File: src/rtl/ipu_pkg.sv
// Shared types for the interrupt poll unit.
package ipu_pkg;
    typedef enum logic [1:0] {
        VS_NONE = 2'd0,
        VS_RES  = 2'd1,
        VS_NMI  = 2'd2,
        VS_IRQ  = 2'd3
    } vsel_t;
endpackage

File: src/rtl/ipu_phase_sample.sv
// Finds the falling edge of phase two and samples the request lines there.
// Assumes ph1 and ph2 do not overlap and that each is high for at least
// one clk cycle.
module ipu_phase_sample (
    input  logic clk,
    input  logic rst_n,
    input  logic ph1,
    input  logic ph2,
    input  logic irq_n,
    input  logic nmi_n,
    input  logic cpu_res_n,
    input  logic nmi_take,
    output logic tick,
    output logic irq_lvl,
    output logic nmi_seen,
    output logic res_low
);
    logic ph2_q;
    logic nmi_prev_q;
    logic nmi_pend_q;
    logic nmi_edge;

    // Remember phase two so that its falling edge can be seen.
    always_ff @(posedge clk) begin
        if (!rst_n) ph2_q <= 1'b0;
        else        ph2_q <= ph2;
    end

    // Combinational view of the sample point and the sampled lines.
    always_comb begin
        tick     = ph2_q & ~ph2 & ph1;
        irq_lvl  = ~irq_n;
        res_low  = ~cpu_res_n;
        nmi_edge = nmi_prev_q & ~nmi_n;
        nmi_seen = nmi_pend_q | nmi_edge;
    end

    // Latch non-maskable edges until a sequence consumes them.
    always_ff @(posedge clk) begin
        if (!rst_n) begin
            nmi_prev_q <= 1'b1;
            nmi_pend_q <= 1'b0;
        end else if (tick) begin
            nmi_prev_q <= nmi_n;
            nmi_pend_q <= nmi_seen & ~nmi_take & ~res_low;
        end
    end
endmodule

File: src/rtl/ipu_mask_track.sv
// Keeps the poll-side copy of the interrupt-disable flag. The restore done by
// a return-from-interrupt is visible in the same tick; the other updates
// are visible from the next tick on.
module ipu_mask_track (
    input  logic clk,
    input  logic rst_n,
    input  logic tick,
    input  logic res_low,
    input  logic seq_started,
    input  logic ev_rti,
    input  logic ev_cli,
    input  logic ev_sei,
    input  logic ev_plp,
    input  logic pull_i,
    output logic mask_eff
);
    logic mask_q;

    // Mask value used by the poll in the current tick.
    always_comb begin
        mask_eff = ev_rti ? pull_i : mask_q;
    end

    // Register the mask update, applied at the end of the tick.
    always_ff @(posedge clk) begin
        if (!rst_n) begin
            mask_q <= 1'b1;
        end else if (tick) begin
            if (res_low || seq_started) mask_q <= 1'b1;
            else if (ev_rti || ev_plp)  mask_q <= pull_i;
            else if (ev_cli)            mask_q <= 1'b0;
            else if (ev_sei)            mask_q <= 1'b1;
        end
    end
endmodule

File: src/rtl/ipu_seq_ctl.sv
// Runs the forced interrupt sequence: the reset hold cycle, the cycle count
// and the vector choice, including the late switch to the non-maskable
// vector. Assumes the vector is fetched from cycle VEC_FETCH onward.
module ipu_seq_ctl
    import ipu_pkg::*;
#(
    parameter int SEQ_LEN   = 7,
    parameter int VEC_FETCH = 5,
    localparam int CYC_W    = $clog2(SEQ_LEN)
) (
    input  logic             clk,
    input  logic             rst_n,
    input  logic             tick,
    input  logic             res_low,
    input  logic             start_req,
    input  logic             brk_go,
    input  logic             nmi_seen,
    output logic             seq_on,
    output logic [CYC_W-1:0] cyc,
    output vsel_t            vec,
    output logic             nmi_take,
    output logic             started
);
    localparam logic [CYC_W-1:0] LAST_CYC = CYC_W'(SEQ_LEN - 1);
    localparam logic [CYC_W-1:0] HIJ_CYC  = CYC_W'(VEC_FETCH - 1);

    logic             on_q;
    logic             hold_q;
    logic [CYC_W-1:0] cyc_q;
    vsel_t            vec_q;
    logic             idle_go;
    logic             hijack;
    logic             take_at_start;

    // Decide starts and the vector switch for this tick.
    always_comb begin
        idle_go       = ~on_q & (start_req | brk_go);
        take_at_start = ~on_q & start_req & nmi_seen;
        hijack        = on_q & ~hold_q & (cyc_q == HIJ_CYC) &
                        (vec_q == VS_IRQ) & nmi_seen;
        nmi_take      = tick & ~res_low & (hijack | take_at_start);
        started       = tick & ~res_low & idle_go;
        seq_on        = on_q;
        cyc           = cyc_q;
        vec           = vec_q;
    end

    // Advance the sequence state once per CPU cycle.
    always_ff @(posedge clk) begin
        if (!rst_n) begin
            on_q   <= 1'b0;
            hold_q <= 1'b0;
            cyc_q  <= '0;
            vec_q  <= VS_NONE;
        end else if (tick) begin
            if (res_low) begin
                on_q   <= 1'b1;
                hold_q <= 1'b1;
                cyc_q  <= '0;
                vec_q  <= VS_RES;
            end else if (on_q) begin
                if (hold_q) begin
                    hold_q <= 1'b0;
                end else if (cyc_q == LAST_CYC) begin
                    on_q  <= 1'b0;
                    cyc_q <= '0;
                    vec_q <= VS_NONE;
                end else begin
                    cyc_q <= cyc_q + 1'b1;
                    if (hijack) vec_q <= VS_NMI;
                end
            end else if (idle_go) begin
                on_q  <= 1'b1;
                cyc_q <= '0;
                vec_q <= (start_req && nmi_seen) ? VS_NMI : VS_IRQ;
            end
        end
    end
endmodule

File: src/rtl/irq_poll_unit.sv
// Top of the interrupt poll unit: poll qualification and the pending request,
// plus the vector address. Assumes the sequencer raises poll and op_fetch in
// separate CPU cycles, the fetch following the poll.
module irq_poll_unit
    import ipu_pkg::*;
#(
    parameter int          SEQ_LEN   = 7,
    parameter int          VEC_FETCH = 5,
    parameter int          ADDR_W    = 16,
    parameter logic [15:0] RES_VEC   = 16'hFFFC,
    parameter logic [15:0] NMI_VEC   = 16'hFFFA,
    parameter logic [15:0] IRQ_VEC   = 16'hFFFE,
    localparam int         CYC_W     = $clog2(SEQ_LEN)
) (
    input  logic              clk,
    input  logic              rst_n,
    input  logic              ph1,
    input  logic              ph2,
    input  logic              irq_n,
    input  logic              nmi_n,
    input  logic              cpu_res_n,
    input  logic              poll,
    input  logic              poll_block,
    input  logic              op_fetch,
    input  logic              brk_go,
    input  logic              ev_rti,
    input  logic              ev_cli,
    input  logic              ev_sei,
    input  logic              ev_plp,
    input  logic              pull_i,
    output logic              int_req,
    output logic              seq_force,
    output logic [CYC_W-1:0]  seq_cyc,
    output logic [1:0]        vec_sel,
    output logic [ADDR_W-1:0] vec_addr
);
    logic  tick;
    logic  irq_lvl;
    logic  nmi_seen;
    logic  res_low;
    logic  nmi_take;
    logic  started;
    logic  mask_eff;
    logic  seq_on;
    logic  req_q;
    logic  start_req;
    vsel_t vec;

    ipu_phase_sample u_sample (
        .clk(clk), .rst_n(rst_n), .ph1(ph1), .ph2(ph2),
        .irq_n(irq_n), .nmi_n(nmi_n), .cpu_res_n(cpu_res_n),
        .nmi_take(nmi_take), .tick(tick), .irq_lvl(irq_lvl),
        .nmi_seen(nmi_seen), .res_low(res_low)
    );

    ipu_mask_track u_mask (
        .clk(clk), .rst_n(rst_n), .tick(tick), .res_low(res_low),
        .seq_started(started), .ev_rti(ev_rti), .ev_cli(ev_cli),
        .ev_sei(ev_sei), .ev_plp(ev_plp), .pull_i(pull_i),
        .mask_eff(mask_eff)
    );

    ipu_seq_ctl #(.SEQ_LEN(SEQ_LEN), .VEC_FETCH(VEC_FETCH)) u_seq (
        .clk(clk), .rst_n(rst_n), .tick(tick), .res_low(res_low),
        .start_req(start_req), .brk_go(brk_go), .nmi_seen(nmi_seen),
        .seq_on(seq_on), .cyc(seq_cyc), .vec(vec),
        .nmi_take(nmi_take), .started(started)
    );

    // A pending request is taken at the next opcode fetch.
    always_comb begin
        start_req = op_fetch & req_q;
    end

    // Pending request: set at qualified polls, cleared when a sequence starts.
    always_ff @(posedge clk) begin
        if (!rst_n) begin
            req_q <= 1'b0;
        end else if (tick) begin
            if (res_low || started)
                req_q <= 1'b0;
            else if (poll && !poll_block && !seq_on)
                req_q <= req_q | nmi_seen | (irq_lvl & ~mask_eff);
        end
    end

    // Drive the outputs and map the vector select to its address.
    always_comb begin
        int_req   = req_q;
        seq_force = seq_on;
        vec_sel   = vec;
        unique case (vec)
            VS_RES:  vec_addr = ADDR_W'(RES_VEC);
            VS_NMI:  vec_addr = ADDR_W'(NMI_VEC);
            VS_IRQ:  vec_addr = ADDR_W'(IRQ_VEC);
            default: vec_addr = '0;
        endcase
    end
endmodule

File: config.mk
export PLATFORM = sky130hd
export DESIGN_NAME = irq_poll_unit
export DESIGN_NICKNAME = d
export VERILOG_FILES = /design/src/rtl/ipu_pkg.sv /design/src/rtl/ipu_phase_sample.sv /design/src/rtl/ipu_mask_track.sv /design/src/rtl/ipu_seq_ctl.sv /design/src/rtl/irq_poll_unit.sv
export SDC_FILE = /design/constraint.sdc
export NUM_CORES = 1
export LEC_CHECK = 0
export BUFFER_PORTS_ARGS = -buffer_cell sky130_fd_sc_hd__buf_2
export CAP_MARGIN = 30
export CORE_MARGIN = 2
export CORE_UTILIZATION = 48
export CTS_CLUSTER_SIZE = 14
export DETAILED_ROUTE_END_ITERATION = 16
export PLACE_DENSITY = 0.91
export REMOVE_ABC_BUFFERS = 1
export SYNTH_ARGS = -nofsm -noshare
export SYNTH_HDL_FRONTEND = slang
export SYNTH_SLANG_ARGS = --single-unit
File: constraint.sdc
create_clock -name clk -period 4 [get_ports clk]
set_input_delay 1 -clock clk [delete_from_list [all_inputs] [get_ports clk]]
set_output_delay 1 -clock clk [all_outputs]
set_load 0.005 [all_outputs]
# Word level (Yosys, flattened, before mapping)
# Index checks and enable logic that the tools add are counted.
[classes] add_sub_neg=1 mul=0 div=0 n_lt_le_gt_ge=0 eq_ne=9 n_shift=0 muxes=27 bitwise=30 n_reduce_logical=14
[ops] cell="case mux 16 bit (3 select lines)" n=1
[ops] cell="AND 1 bit" n=17
[ops] cell="two-way mux 1 bit" n=15
[ops] cell="two-way mux 3 bit" n=5
[ops] cell="two-way mux 2 bit" n=6
[ops] cell="NOT 1 bit" n=8
[ops] cell="equality test 3 bit (second input constant)" n=2
[ops] cell="AND reduction 2 bit" n=3
[ops] cell="bitwise OR 1 bit" n=5
[ops] cell="equality test 2 bit (second input constant)" n=2
[ops] cell="inequality test 4 bit (second input constant)" n=1
[ops] cell="AND reduction 4 bit" n=1
[ops] cell="nonzero test 4 bit" n=1
[ops] cell="adder 3 x 1 -> 3 bit (second input constant)" n=1
[ops] cell="logical AND 1 bit" n=3
[ops] cell="inequality test 3 x 1 -> 1 bit (second input constant)" n=1
[ops] cell="inequality test 3 bit (second input constant)" n=1
[ops] cell="AND reduction 3 bit" n=1
[ops] cell="equality test 2 x 1 -> 1 bit (second input constant)" n=1
[ops] cell="zero test 1 bit" n=2
[ops] cell="logical OR 1 bit" n=2
[ops] cell="inequality test 2 x 1 -> 1 bit (second input constant)" n=1
[ops] cell="nonzero test 2 bit" n=1
[word_totals] register_bits=12 latch_bits=0 ramBits=0 mem_bits_ro=0 word_cells=90 mem_count=0

# Longest topological paths before layout
[depth] depth_word=10 depth_mapped=5 depth_no_buf=4

# Hierarchy
# Synthesis repeated with hierarchy kept, for this count alone.
[hier_totals] cells_unflattened=107 hier_area_um2=868.3
[by_module_without_submodules] module="ipu_seq_ctl" instances=1 cells_per_inst=57 area_each_um2=454.2 seq_area_each_um2=140.1
[by_module_without_submodules] module="irq_poll_unit" instances=1 cells_per_inst=26 area_each_um2=180.2 seq_area_each_um2=20.0
[by_module_without_submodules] module="ipu_phase_sample" instances=1 cells_per_inst=15 area_each_um2=148.9 seq_area_each_um2=60.1
[by_module_without_submodules] module="ipu_mask_track" instances=1 cells_per_inst=9 area_each_um2=85.1 seq_area_each_um2=20.0

# Worst setup path before layout
# OpenSTA, ideal clock, no wires.
[synth_timing] path_type="input-to-reg" startpoint="in cpu_res_n" endpoint="reg u_seq.cyc_q[0], in the netlist u_seq.cyc[0]" t_arrival_ns=2.153 required_time_ns=3.934 setup_slack_ns=1.781 stages=5 n_path_buf=1 path_cell_list="buf_6 -> and3_1 -> a311o_1 -> a2111o_1 -> a21boi_2"
[synth_via] elab_chain_len=2 word_cells_on_any_way=4 classes_between="2 x eq/ne; 1 x mux; 1 x reduce/logical"
[synth_rtl] element="start: declaration" line_no="irq_poll_unit.sv:21" text="input logic cpu_res_n,"
[synth_rtl] element="inequality test 3 bit (no source line) or inequality test 3 x 1 -> 1 bit (tied branches)"
[synth_rtl] element="AND reduction 3 bit (no source line)"
[synth_rtl] element="end signal: assignment" line_no="ipu_seq_ctl.sv:69" text="cyc_q <= cyc_q + 1'b1;"
[synth_rtl] element="end: declaration" line_no="ipu_seq_ctl.sv:29" text="logic [CYC_W-1:0] cyc_q;"
# Parallel ways exist; a longest one is shown, timed or not.
# A chain may end at the register's enable or synchronous reset.

# Worst setup path after layout
[layout_timing] startpoint="reg u_seq.vec_q[0], in the netlist u_seq.vec[0]" endpoint="out vec_addr[3]"
[layout_via] elab_chain_len=2 word_cells_on_any_way=4 classes_between="3 x eq/ne; 1 x mux"
[layout_rtl] element="start: declaration" line_no="ipu_seq_ctl.sv:30" text="vsel_t vec_q;"
[layout_rtl] element="start signal: assignment" line_no="ipu_seq_ctl.sv:75" text="vec_q <= (start_req && nmi_seen) ? VS_NMI : VS_IRQ;"
[layout_rtl] element="equality test 2 bit or equality test 2 x 1 -> 1 bit (tied branches)" line_no="irq_poll_unit.sv:92" text="unique case (vec)"
[layout_rtl] element="case mux 16 bit (3 select lines) *" line_no="irq_poll_unit.sv:92"
[layout_rtl] element="end: declaration" line_no="irq_poll_unit.sv:35" text="output logic [ADDR_W-1:0] vec_addr"
# Mark *: on every way between the ends. The rest lies on a longest branch, timed or not.

==> impl_metrics.csv <==
group,metric,value,unit
yosys,yosys.area.top_type_share,30.0,%
placement,placed_area,876,µm²
sta,final_hold_viol_count,0,
finish,postLayoutCellArea,898,µm²
yosys,synth_cell_types,40,
setup_path,cp_top_family,"simple AND/OR/NAND/NOR gates",
sta,period_minus_slack,2.14,ns
setup_path,setup.worst_path.end_class,"primary output",
route,detail_route.vias_per_cell,5.94,
die,dieArea,2010,µm²
route,firstDrtPassIters,4,
yosys,synth_area_leader_cell,"dfxtp_1",
clocking,clk_latency,0.27,ns
clocking,cts_resized,0,
finish,antenna_cells,0,
yosys,ys_ff_latch,12,
placement,numPortBuffers,37,
worst_hold_path,min_path_type,"reg2reg",
run_status,status,"complete, no violations",
setup_path,crit_type,"reg2out",
global_routing,grt.total_usage,19.5,%
finish,fillers,136,
sta,fmax,468,MHz
yosys,ys_top_cells_by_count,"buf_4, dfxtp_1, nand2_1",
finish,fin_nets,138,
global_routing,grt_max_degree,15,
placement,dp_hpwl,1360,µm
route,final_antenna_net_count,0,
global_routing,grt_pass1_vias,703,
route,avgRoutedWirePerCell,12.9,µm
yosys,syn_area,800,µm²
power,power.leakage,0.446,nW
clocking,h-tree-depth,1,
setup_path,crit_buf_inv,1,
die,core,1540,µm²
clocking,cts.sinks,12,
job,drv_cap,0,
sta,slew_viol_final,0,
sta,skew,0.00302,ns
power,p_per_area,254,nW/µm²
die,initial_core_util,51.9,%
yosys,syn-instance-count,99,
clocking,clockRootBuffer,"clkbuf_4",
yosys,synth_most_common_cell,"buf_4",
power,irDropWorstVdd,0.260,mV
finish,finalCoreUtilization,58.3,%
clocking,cts_buffer_depth,2,
clocking,path_clk_slew,0.07,ns
die,pin_count,39,
setup_path,start_kind,"flip-flop",
sta,setup_tns,0,ns
die,die_w,44.8,µm
clocking,cts_buffers,3,
clocking,hold_buffers,0,
yosys,synth-async-reset-ratio,0,%
setup_path,path_max_fanout,13,
setup_path,path_cells,"or2_2 > buf_2",
route,drt_iter0_drc,18,
setup_path,required,3.00,ns
setup_path,cp_slowest_stage_delay,0.38,ns
finish,drive_gt1_share,35.8,%
global_routing,grt_pass1_wl,2840,µm
yosys,ys.flop_type,"dfxtp_1",
yosys,synth_edf_count,0,
sta,setup_viol_count_final,0,
route,drc,0,
route,num_vias,808,
clocking,post_cts_buffers,0,
sta,grt_setup_unrepaired,"no",
placement,gp_congestion,0.844,
clocking,tritoncts,"built",
setup_path,cp_slowest_cell,"or2_2",
route,wl,1760,µm
die,die_h,44.8,µm
sta,fin_crit_sh,53.4,%
yosys,yosys_warnings,0,
yosys,synth.area.top_cells,"dfxtp_1, buf_4, nand2_1, a21oi_1, nor2_1",
placement,pre_cts_ws,1.61,ns
yosys,syn_area_per_cell,8.08,µm²
die,rows,14,
finish,syn_to_final_growth,12.4,%
global_routing,grt.overflow.total,0,
sta,fin_ws,1.86,ns
finish,final_cells,136,
setup_path,cp_data_arrival_time,1.14,ns
placement,placedCellCount,133,
global_routing,antenna_found_initial,0,
yosys,ys_seq_area_share,30.0,%
[path summary, 6_finish.rpt]
path,startpoint,slack (ns),end,cells after the start
max,u_seq.vec[0],1.86,vec_addr[3],2
min,u_sample.nmi_prev_q,0.48,u_sample.nmi_prev_q,2
max reg2reg,u_seq.seq_on,2.34,u_seq.cyc[0],4
min reg2reg,u_sample.nmi_prev_q,0.48,u_sample.nmi_prev_q,2
[final cells by class]
class / instances / area [µm²] / area share [%]
flip-flops and latches: 12 / 240 / 26.7
clock buffers: 3 / 22.5 / 2.51
inverters: 1 / 3.75 / 0.418
repair buffers: 37 / 185 / 20.6
multi-input cells: 67 / 427 / 47.5
well taps: 16 / 20.0 / 2.23
[cells by family after synthesis]
logic type | count (synthesis) | synth area share [%]
buffers and inverters | 20 | 16.6
and+or+nand+nor | 40 | 27.2
muxes | 1 | 1.25
DFF | 12 | 30.0
other | 1 | 0.469
AOI/OAI and AO/OA | 25 | 24.4
[metrics by stage]
stage | total power [W] | hold slack [ns]
2_1_floorplan | 0.000140 | 0.430
3_3_place_gp | 0.000158 | 0.448
3_5_place_dp | 0.000160 | 0.473
4_1_cts | 0.000231 | 0.487
5_1_grt | 0.000240 | 0.500
6_report | 0.000228 | 0.482
[routing by layer]
metal	GRT usage (%)	share of wire, %	up-vias
li1	-	-	385
met1	21.4	42	388
met2	34.5	49	31
met3	5.20	6.7	4
met4	9.41	1.4	0
met5	0	0	-
[worst register-to-register path, cell delays in order, from the launching register on]
cell and delay [ns]:
dfxtp_1 0.57, inv_1 0.11, a311o_1 0.36, a2111o_1 0.42, a21boi_2 0.13
[cells in the final DEF (no fill, tap or decap), types with 2 or more instances in the layout]
master	instances
a21oi_1	5
o21ai_0	2
nand2_1	11
clkbuf_4	3
nor2_1	6
nand2b_1	2
nand3_1	4
buf_2	37
nand3b_1	2
nor2b_1	3
and3b_1	2
o211a_1	2
a21boi_0	2
nor3b_1	2
and2_1	3
dfxtp_1	12
[state kept, by name, summed over array words and instances, names as in the netlist]
name,flops
u_seq.hold_q,1
u_seq.vec,2
u_sample.nmi_pend_q,1
u_sample.nmi_prev_q,1
u_seq.seq_on,1
u_seq.cyc,3
u_mask.mask_q,1
u_sample.ph2_q,1
int_req,1
[power by group]
part / internal (W) / switching, W
combinational: 0.0000161 / 0.0000169
clock: 0.0000348 / 0.0000362
sequential: 0.000122 / 0.00000252
total: 0.000173 / 0.0000557
No activity file was read; power rests on OpenSTA's default activity.
